<file path="config.mk">
export PLATFORM = sky130hd
export DESIGN_NAME = crc32s_engine
export DESIGN_NICKNAME = d
export VERILOG_FILES = /design/src/rtl/crc32s_pkg.sv /design/src/rtl/crc32s_mirror.sv /design/src/rtl/crc32s_step.sv /design/src/rtl/crc32s_txform.sv /design/src/rtl/crc32s_engine.sv
export SDC_FILE = /design/constraint.sdc
export NUM_CORES = 1
export LEC_CHECK = 0
export ABC_AREA = 1
export CAP_MARGIN = 20
export CORE_ASPECT_RATIO = 0.8
export CORE_UTILIZATION = 25
export DETAILED_ROUTE_END_ITERATION = 8
export SLEW_MARGIN = 40
export SYNTH_ARGS = -nofsm -noshare
export SYNTH_HDL_FRONTEND = slang
export SYNTH_SLANG_ARGS = --single-unit
</file>
<file path="constraint.sdc">
create_clock -name clk -period 1.9 [get_ports clk]
set_input_delay 0.19 -clock clk [delete_from_list [all_inputs] [get_ports clk]]
set_output_delay 0.19 -clock clk [all_outputs]
set_load 0.01 [all_outputs]
</file>
<file path="src/rtl/crc32s_pkg.sv">
package crc32s_pkg;
   typedef enum logic [1:0] {
      PH_IDLE  = 2'd0,
      PH_BITS  = 2'd1,
      PH_FLUSH = 2'd2
   } crc32s_phase_e;
endpackage

</file>
<file path="src/rtl/crc32s_mirror.sv">
// Reverses the bit order of one input word.
module crc32s_mirror #(
   parameter int W = 8
) (
   input  logic [W-1:0] din,
   output logic [W-1:0] dout
);
   for (genvar i = 0; i < W; i++) begin : g_rev
      assign dout[i] = din[W-1-i];
   end
endmodule

</file>
<file path="src/rtl/crc32s_step.sv">
// One divider step. Direct form: feedback = popped bit xor message bit, a zero enters.
// Augmented form: the message bit enters at the low end, feedback = popped bit.
module crc32s_step #(
   parameter int          CRC_W = 32,
   parameter logic [31:0] POLY  = 32'h1EDC6F41
) (
   input  logic [CRC_W-1:0] crc_in,
   input  logic             msg_bit,
   input  logic             aug,
   output logic [CRC_W-1:0] crc_nxt
);
   logic             popped;
   logic             fb;
   logic [CRC_W-1:0] shifted;

   always_comb begin
      popped  = crc_in[CRC_W-1];
      shifted = {crc_in[CRC_W-2:0], aug & msg_bit};
      fb      = aug ? popped : (popped ^ msg_bit);
      crc_nxt = fb ? (shifted ^ POLY[CRC_W-1:0]) : shifted;
   end
endmodule

</file>
<file path="src/rtl/crc32s_txform.sv">
// Optional transmit form: bitwise invert and bit-reverse.
module crc32s_txform #(
   parameter int CRC_W  = 32,
   parameter bit ENABLE = 1'b0
) (
   input  logic [CRC_W-1:0] raw,
   output logic [CRC_W-1:0] tx
);
   if (ENABLE) begin : g_tx
      for (genvar i = 0; i < CRC_W; i++) begin : g_bit
         assign tx[i] = ~raw[CRC_W-1-i];
      end
   end else begin : g_raw
      assign tx = raw;
   end
endmodule

</file>
<file path="src/rtl/crc32s_engine.sv">
module crc32s_engine
   import crc32s_pkg::*;
#(
   parameter int          CRC_W         = 32,
   parameter int          BYTE_W        = 8,
   parameter logic [31:0] POLY          = 32'h1EDC6F41,
   parameter logic [31:0] PRESET_DIRECT = 32'hFFFFFFFF,
   parameter logic [31:0] PRESET_AUG    = 32'h2A26F826,
   parameter bit          TX_FINAL      = 1'b0
) (
   input  logic              clk,
   input  logic              rst_n,
   input  logic              in_valid,
   output logic              in_ready,
   input  logic [BYTE_W-1:0] in_data,
   input  logic              in_first,
   input  logic              in_last,
   input  logic              in_aug,
   output logic [CRC_W-1:0]  crc_out,
   output logic              crc_done
);
   localparam int BIT_CW = (BYTE_W > 1) ? $clog2(BYTE_W) : 1;
   localparam int FL_CW  = (CRC_W > 1) ? $clog2(CRC_W) : 1;
   localparam logic [BIT_CW-1:0] BIT_LAST = BIT_CW'(BYTE_W - 1);
   localparam logic [FL_CW-1:0]  FL_LAST  = FL_CW'(CRC_W - 1);

   initial begin
      assert (CRC_W >= 2 && CRC_W <= 32)
         else $error("crc32s_engine: CRC_W must lie in 2..32");
      assert (BYTE_W >= 2)
         else $error("crc32s_engine: BYTE_W must be at least 2");
   end

   crc32s_phase_e     phase_q;
   logic [BYTE_W-1:0] sh_q;
   logic [BYTE_W-1:0] mir;
   logic [BIT_CW-1:0] bit_q;
   logic [FL_CW-1:0]  fl_q;
   logic              last_q;
   logic              aug_q;
   logic              done_q;
   logic [CRC_W-1:0]  crc_q;
   logic [CRC_W-1:0]  res_q;
   logic [CRC_W-1:0]  step_out;
   logic              step_bit;
   logic              accept;

   assign in_ready = (phase_q == PH_IDLE);
   assign accept   = in_valid && in_ready;
   assign step_bit = (phase_q == PH_BITS) ? sh_q[BYTE_W-1] : 1'b0;
   assign crc_done = done_q;

   crc32s_mirror #(.W(BYTE_W)) mir_i (
      .din  (in_data),
      .dout (mir)
   );

   crc32s_step #(.CRC_W(CRC_W), .POLY(POLY)) step_i (
      .crc_in  (crc_q),
      .msg_bit (step_bit),
      .aug     (aug_q),
      .crc_nxt (step_out)
   );

   crc32s_txform #(.CRC_W(CRC_W), .ENABLE(TX_FINAL)) tx_i (
      .raw (res_q),
      .tx  (crc_out)
   );

   always_ff @(posedge clk) begin
      if (!rst_n) begin
         phase_q <= PH_IDLE;
         sh_q    <= '0;
         bit_q   <= '0;
         fl_q    <= '0;
         last_q  <= 1'b0;
         aug_q   <= 1'b0;
         done_q  <= 1'b0;
         crc_q   <= '0;
         res_q   <= '0;
      end else begin
         done_q <= 1'b0;
         case (phase_q)
            PH_IDLE: begin
               if (accept) begin
                  sh_q    <= mir;
                  bit_q   <= '0;
                  last_q  <= in_last;
                  phase_q <= PH_BITS;
                  if (in_first) begin
                     aug_q <= in_aug;
                     crc_q <= in_aug ? PRESET_AUG[CRC_W-1:0]
                                     : PRESET_DIRECT[CRC_W-1:0];
                  end
               end
            end
            PH_BITS: begin
               crc_q <= step_out;
               sh_q  <= sh_q << 1;
               bit_q <= bit_q + 1'b1;
               if (bit_q == BIT_LAST) begin
                  if (!last_q) begin
                     phase_q <= PH_IDLE;
                  end else if (aug_q) begin
                     fl_q    <= '0;
                     phase_q <= PH_FLUSH;
                  end else begin
                     res_q   <= step_out;
                     done_q  <= 1'b1;
                     phase_q <= PH_IDLE;
                  end
               end
            end
            PH_FLUSH: begin
               crc_q <= step_out;
               fl_q  <= fl_q + 1'b1;
               if (fl_q == FL_LAST) begin
                  res_q   <= step_out;
                  done_q  <= 1'b1;
                  phase_q <= PH_IDLE;
               end
            end
            default: phase_q <= PH_IDLE;
         endcase
      end
   end
endmodule

</file>
# Yosys cells after proc, flatten, opt, wreduce, memory -nomap -nowiden
# Index checks and enable logic that the tools add are counted.
dict set report word_totals {
  inputBits 14
  latchBits 0
  romBits 0
  n_memories 0
  ramBits 0
  register_bits 85
  elab_cells 69
}
dict set report op_classes {
  n_lt_le_gt_ge 0
  div 0
  shift 0
  muxes 31
  addsub 2
  reduce_logical 13
  n_eq_ne 11
  multipliers 0
  bitwise 3
}
# op count
set ops {}
lappend ops {{$mux 32} 7}
lappend ops {{$pmux 32 s2} 2}
lappend ops {{$mux 29} 1}
lappend ops {{$not 17->17} 1}
lappend ops {{$pmux 8 s2} 1}
lappend ops {{$mux 5} 3}
lappend ops {{$mux 2} 5}
lappend ops {{$pmux 5 s2} 1}
lappend ops {{$reduce_and 3->1} 3}
lappend ops {{$mux 8} 1}
lappend ops {{$ne 2x2->1 const B} 4}
lappend ops {{$mux 1} 6}
lappend ops {{$ne 2x1->1 const B} 3}
lappend ops {{$pmux 2 s3} 1}
lappend ops {{$pmux 3 s2} 1}
lappend ops {{$reduce_bool 2->1} 3}
lappend ops {{$add 5x1->5 const B} 1}
lappend ops {{$eq 5x5->1 const B} 1}
lappend ops {{$reduce_and 5->1} 1}
lappend ops {{$reduce_and 2->1} 2}
lappend ops {{$reduce_and 4->1} 1}
lappend ops {{$add 3x1->3 const B} 1}
lappend ops {{$eq 3x3->1 const B} 1}
lappend ops {{$mux 3} 1}
lappend ops {{8 further kinds} 8}

# Longest topological paths before layout
dict set report logic_depth {
  ltp_word 9
  ltp_mapped 12
  ltp_nobuf 10
}

# Cells and area by module
# Synthesis repeated with hierarchy kept, for this count alone.
dict set report unflattened {
  cells_unflattened 662
  area_unflattened_um2 4534.3
}
# module cells_each seq_area_each_um2 n_inst area_each_um2
set by_module_without_submodules {}
lappend by_module_without_submodules {crc32s_engine 533 1701.6 1 3774.9}
lappend by_module_without_submodules {crc32s_step 89 0.0 1 459.2}
lappend by_module_without_submodules {crc32s_txform 32 0.0 1 240.2}
lappend by_module_without_submodules {crc32s_mirror 8 0.0 1 60.1}

# Worst setup path after synthesis
# OpenSTA, ideal clock, no wires.
dict set report synth_path {
  kind {register -> register}
  startpoint {register fl_q[0]}
  endpoint {register res_q[0]}
  t_arrival_ns 1.521
  synth_period_minus_slack_ns 1.588
  path_buffers 2
  required_time_ns 1.833
  path_stages_with_launch 11
  setup_slack_ns 0.312
  path_cell_list {dfxtp_1 ha_1 nand2_1 nor2_1 ha_1 or2_4 nand2_4 buf_6 buf_8 nand2_2 a21oi_2}
}
dict set report synth_between {
  elab_chain_len 3
}
# element line
set synth_lines {}
lappend synth_lines {{from (decl)} crc32s_engine.sv:38} ;# logic [FL_CW-1:0] fl_q;
lappend synth_lines {{from (signal assigned)} crc32s_engine.sv:116} ;# fl_q <= fl_q + 1'b1;
lappend synth_lines {{$eq 5x5->1} crc32s_engine.sv:117} ;# if (fl_q == FL_LAST) begin
lappend synth_lines {{$ne 2x2->1 (no line)} n/a}
lappend synth_lines {{$reduce_and 5->1 (no line)} n/a}
lappend synth_lines {{to (signal assigned)} crc32s_engine.sv:108} ;# res_q <= step_out;
lappend synth_lines {{to (signal assigned)} crc32s_engine.sv:118} ;# res_q <= step_out;
lappend synth_lines {{to (decl)} crc32s_engine.sv:43} ;# logic [CRC_W-1:0] res_q;
# No other way between the ends.
# A chain may end at the register's enable or synchronous reset.

# Final worst setup path
dict set report layout_path {
  startpoint {register phase_q[0]}
  endpoint {output in_ready}
}
dict set report layout_between {
  elab_chain_len 1
}
# element line
set layout_lines {}
lappend layout_lines {{from (decl)} crc32s_engine.sv:34} ;# crc32s_phase_e phase_q;
lappend layout_lines {{from (signal assigned)} crc32s_engine.sv:72} ;# phase_q <= PH_IDLE;
lappend layout_lines {{from (signal assigned)} crc32s_engine.sv:89} ;# phase_q <= PH_BITS;
lappend layout_lines {{from (signal assigned)} crc32s_engine.sv:103} ;# phase_q <= PH_IDLE;
lappend layout_lines {{$logic_not 2->1} crc32s_engine.sv:48} ;# assign in_ready = (phase_q == PH_IDLE);
lappend layout_lines {{to (decl)} crc32s_engine.sv:14} ;# output logic in_ready,
# No other way between the ends.

==> summary.md <==
| Metric | Value |
|---|---|
| Outcome | completed |
| Total global-route track usage | 12.5% |
| Clock Sinks | 85 |
| Syn Inst Count | 528 |
| Placed inst area | 4470 um^2 |
| Pwr Total | 7.96 mW |
| Met2 routed WL | 3720 um |
| Post-Route WL | 9050 um |
| HP Class | in2reg |
| Total core area | 14,500 um^2 |
| Post-CTS setup buffer count | 0 |
| Gr ovfl total | 0 |
| Num ports | 48 |
| Worst path buffer plus inverter count | 3 |
| Sw Share | 39.7% |
| Crit path max-delay cell type | clkdlybuf4s50_1 |
| # port buffers | 47 |
| Synthesized area | 3780 um^2 |
| Area share of the largest cell type after synthesis | 45.1% |
| Layout Nets | 598 |
| Switching power | 3.16 mW |
| Peak VDD IR | 0.000555 V |
| DR vias | 3,321 |
| Die area | 15,600 um^2 |
| Yosys top cell by area | dfxtp_1 |
| Hold Buf Count CTS | 0 |
| Nature of the critical path startpoint | flop |
| Crit path required time | 1.71 ns |
| Async set-reset flop share out of synthesis | 0% |
| DR iter-0 viols | 144 |
| Post-route ant nets | 0 |
| Post-synthesis sequential area ratio | 45.1% |
| Maxcap violations | 0 |
| Chip width | 139 um |
| WL met1 | 4800 um |
| Routed WL per cell | 11.8 um |
| Crit share post-route | 96.9% |
| Finished Layout Cells | 766 |
| Cell variety after synth | 31 |
| Cts bufs inserted | 9 |
| H-tree levels | 3 |
| # rows | 39 |
| Top cells by area, synth | dfxtp_1 (45%), nand2_1 (12%), nor2_1 (7.6%) |
| Leakage | 2.03 nW |
| CP arrival | 1.65 ns |
| Synth Flop Type | dfxtp_1 |
| Syn. warnings | 0 |
| Crit Path Class | reg2out |
| First-pass GRT wire length | 15,300 um |
| CTS max path bufs | 2 |
| Worst-Margin Slew | 0.346 ns |
| CP endpoint kind | output port |
| RSZ-0062 raised after global routing | no |
| Ant diodes | 0 |
| Rel. slew slack | 76.8% |
| Cells after DPL | 750 |
| Synthesis-stage register bit count | 85 |
| Power Density | 1670 nW/um^2 |
| Mapped Nets | 549 |
| Logic pwr share | 43.3% |
| GPL Wtd Cong | 0.770 |
| CTS tree | built |
| Setup TNS | 0 ns |
| Seq pwr share | 36.1% |
| Crit path max fanout | 4 |
| Most frequent cell after synthesis | nand2_1 |
| Detailed-route DRC error count | 0 |
| Clock transition at path regs | 0.06 ns |
| Worst-Skew Late Latency | 0.34 ns |
| Via density | 4.34 |
| Max Clk Rate | 543 MHz |
| Mean Syn Cell Area | 7.15 um^2 |
| Top delay family on crit path | buffers and inverters |
| Largest stage delay, worst path | 0.54 ns |
| HPWL after DPL | 6300 um |
| Cell Int Power | 4.80 mW |
| Layout cells sized above 1 | 9.11% |
| Initial antenna violation count | 0 |
| Largest net degree at the start of global routing | 47 |
| Vias in the first global route | 3,133 |
| Highest metal used | met4 |
| Min Tclk post-route | 1.84 ns |
| Hold Fails Final Rpt | 0 |
| Die height | 112 um |
| Setup Skew | 0.00864 ns |
| Post-synth EDFFs | 0 |
| CTS root buffer | clkbuf_16 |
| Met3 wire len | 477 um |
| Area delta synth->final | 26.2% |
| Initial core utilization | 26.1% |
| Slew Viols, Final | 0 |
| Synth top cells by count | nand2_1 (117), dfxtp_1 (85), nor2_1 (76) |
| Setup violations, final | 0 |
| Design area | 4770 um^2 |
| Clk pwr share | 20.6% |
| Worst-path cell chain | inv_1, ha_1, buf_4, clkdlybuf4s50_1 |
| First drt pass iteration count | 4 |
==> final timing paths <==
kind               from         to  slack (ns)  cells after the start
min          in_data[6]    sh_q[1]        0.43                      3
max reg2reg     fl_q[0]  res_q[22]        0.15                     10
min reg2reg     sh_q[5]    sh_q[6]        0.47                      2
max          phase_q[0]   in_ready        0.06                      4
==> power by group through the flow <==
stage / logic, mW / registers [mW] / clock network, mW
2_1_floorplan: 2.23 / 2.90 / 0
3_3_place_gp: 3.41 / 2.90 / 0
3_5_place_dp: 3.43 / 2.91 / 0
4_1_cts: 3.44 / 2.88 / 1.69
5_1_grt: 3.93 / 2.97 / 1.77
6_report: 3.45 / 2.88 / 1.64
==> area by class of cell <==
type	instances	area (um^2)
Timing Repair Buffer	65	631
Clock buffer	11	243
Clock inverter	5	35.0
Sequential cell	85	1700
Multi-Input combinational cell	351	1680
Inverter	65	245
Fill cell	1546	9730
Tap cell	184	230
==> sequential cells by signal, summed over array words and instances, names as in the netlist <==
name	flops
aug_q	1
bit_q	3
crc_done	1
crc_q	32
fl_q	5
last_q	1
phase_q	2
res_q	32
sh_q	8
==> stage by stage <==
stage / utilization, % / worst slack (ns) / hold WS (ns)
6_report: 32.9 / 0.0591 / 0.435
5_1_grt: 32.9 / 0.000970 / 0.429
4_1_cts: 32.8 / 0.0333 / 0.419
3_5_place_dp: 30.8 / 0.0964 / 0.458
3_3_place_gp: 30.8 / 0.138 / 0.455
2_1_floorplan: - / 0.312 / 0.349
==> cell families after synthesis <==
kind of cell / share of synthesized area (%)
AND/OR/NAND/NOR: 25.8
AO/OA/AOI/OAI: 15.6
buffers and inverters: 10.9
flip-flops: 45.1
adder cells (fa/ha/maj): 2.32
XOR/XNOR: 0.232
==> placed cells by master (no fill, tap or decap) <==
cell type / netlist / layout
inv_6: 0 / 1
clkinv_4: 0 / 1
nand4_1: 3 / 3
clkinvlp_4: 0 / 1
nand2_4: 3 / 3
nand2_1: 117 / 117
inv_2: 4 / 4
buf_4: 3 / 16
a211oi_1: 4 / 4
ha_1: 7 / 6
xor2_1: 1 / 1
dfxtp_1: 85 / 85
nand3_2: 1 / 1
o21bai_1: 6 / 6
buf_12: 0 / 2
inv_1: 59 / 59
clkbuf_1: 8 / 1
o21ai_1: 3 / 3
o21ai_0: 46 / 46
or2_2: 1 / 1
clkinv_2: 1 / 3
o21ai_2: 1 / 1
a31oi_1: 14 / 14
a21oi_1: 33 / 33
a21oi_2: 1 / 1
or2_1: 2 / 2
clkbuf_8: 0 / 1
nor2_1: 76 / 75
nand2_8: 0 / 1
or2_4: 1 / 1
clkdlybuf4s50_1: 0 / 47
clkbuf_16: 0 / 9
ha_2: 0 / 1
nor2_2: 0 / 1
nand2_2: 5 / 4
clkinv_1: 1 / 1
nand3_1: 26 / 26
==> worst min-delay path, stage by stage <==
cell and delay [ns]:
clkdlybuf4s50_1 0.40, nand2_1 0.06, a31oi_1 0.07
==> metal layers <==
layer	vias to the layer above	global-route usage, %
met4	0	4.44
met1	1461	17.1
met5	-	0
met2	76	18.7
li1	1780	-
met3	4	3.70
==> what timing repair did <==
| action | 4_1_cts | 5_1_grt |
|---|---|---|
| setup endpoints to repair | 0 | 21 |
| resized for setup | 0 | 4 |
| endpoints found under the hold margin | 0 | 0 |
Power figures use the tool's default switching activity.
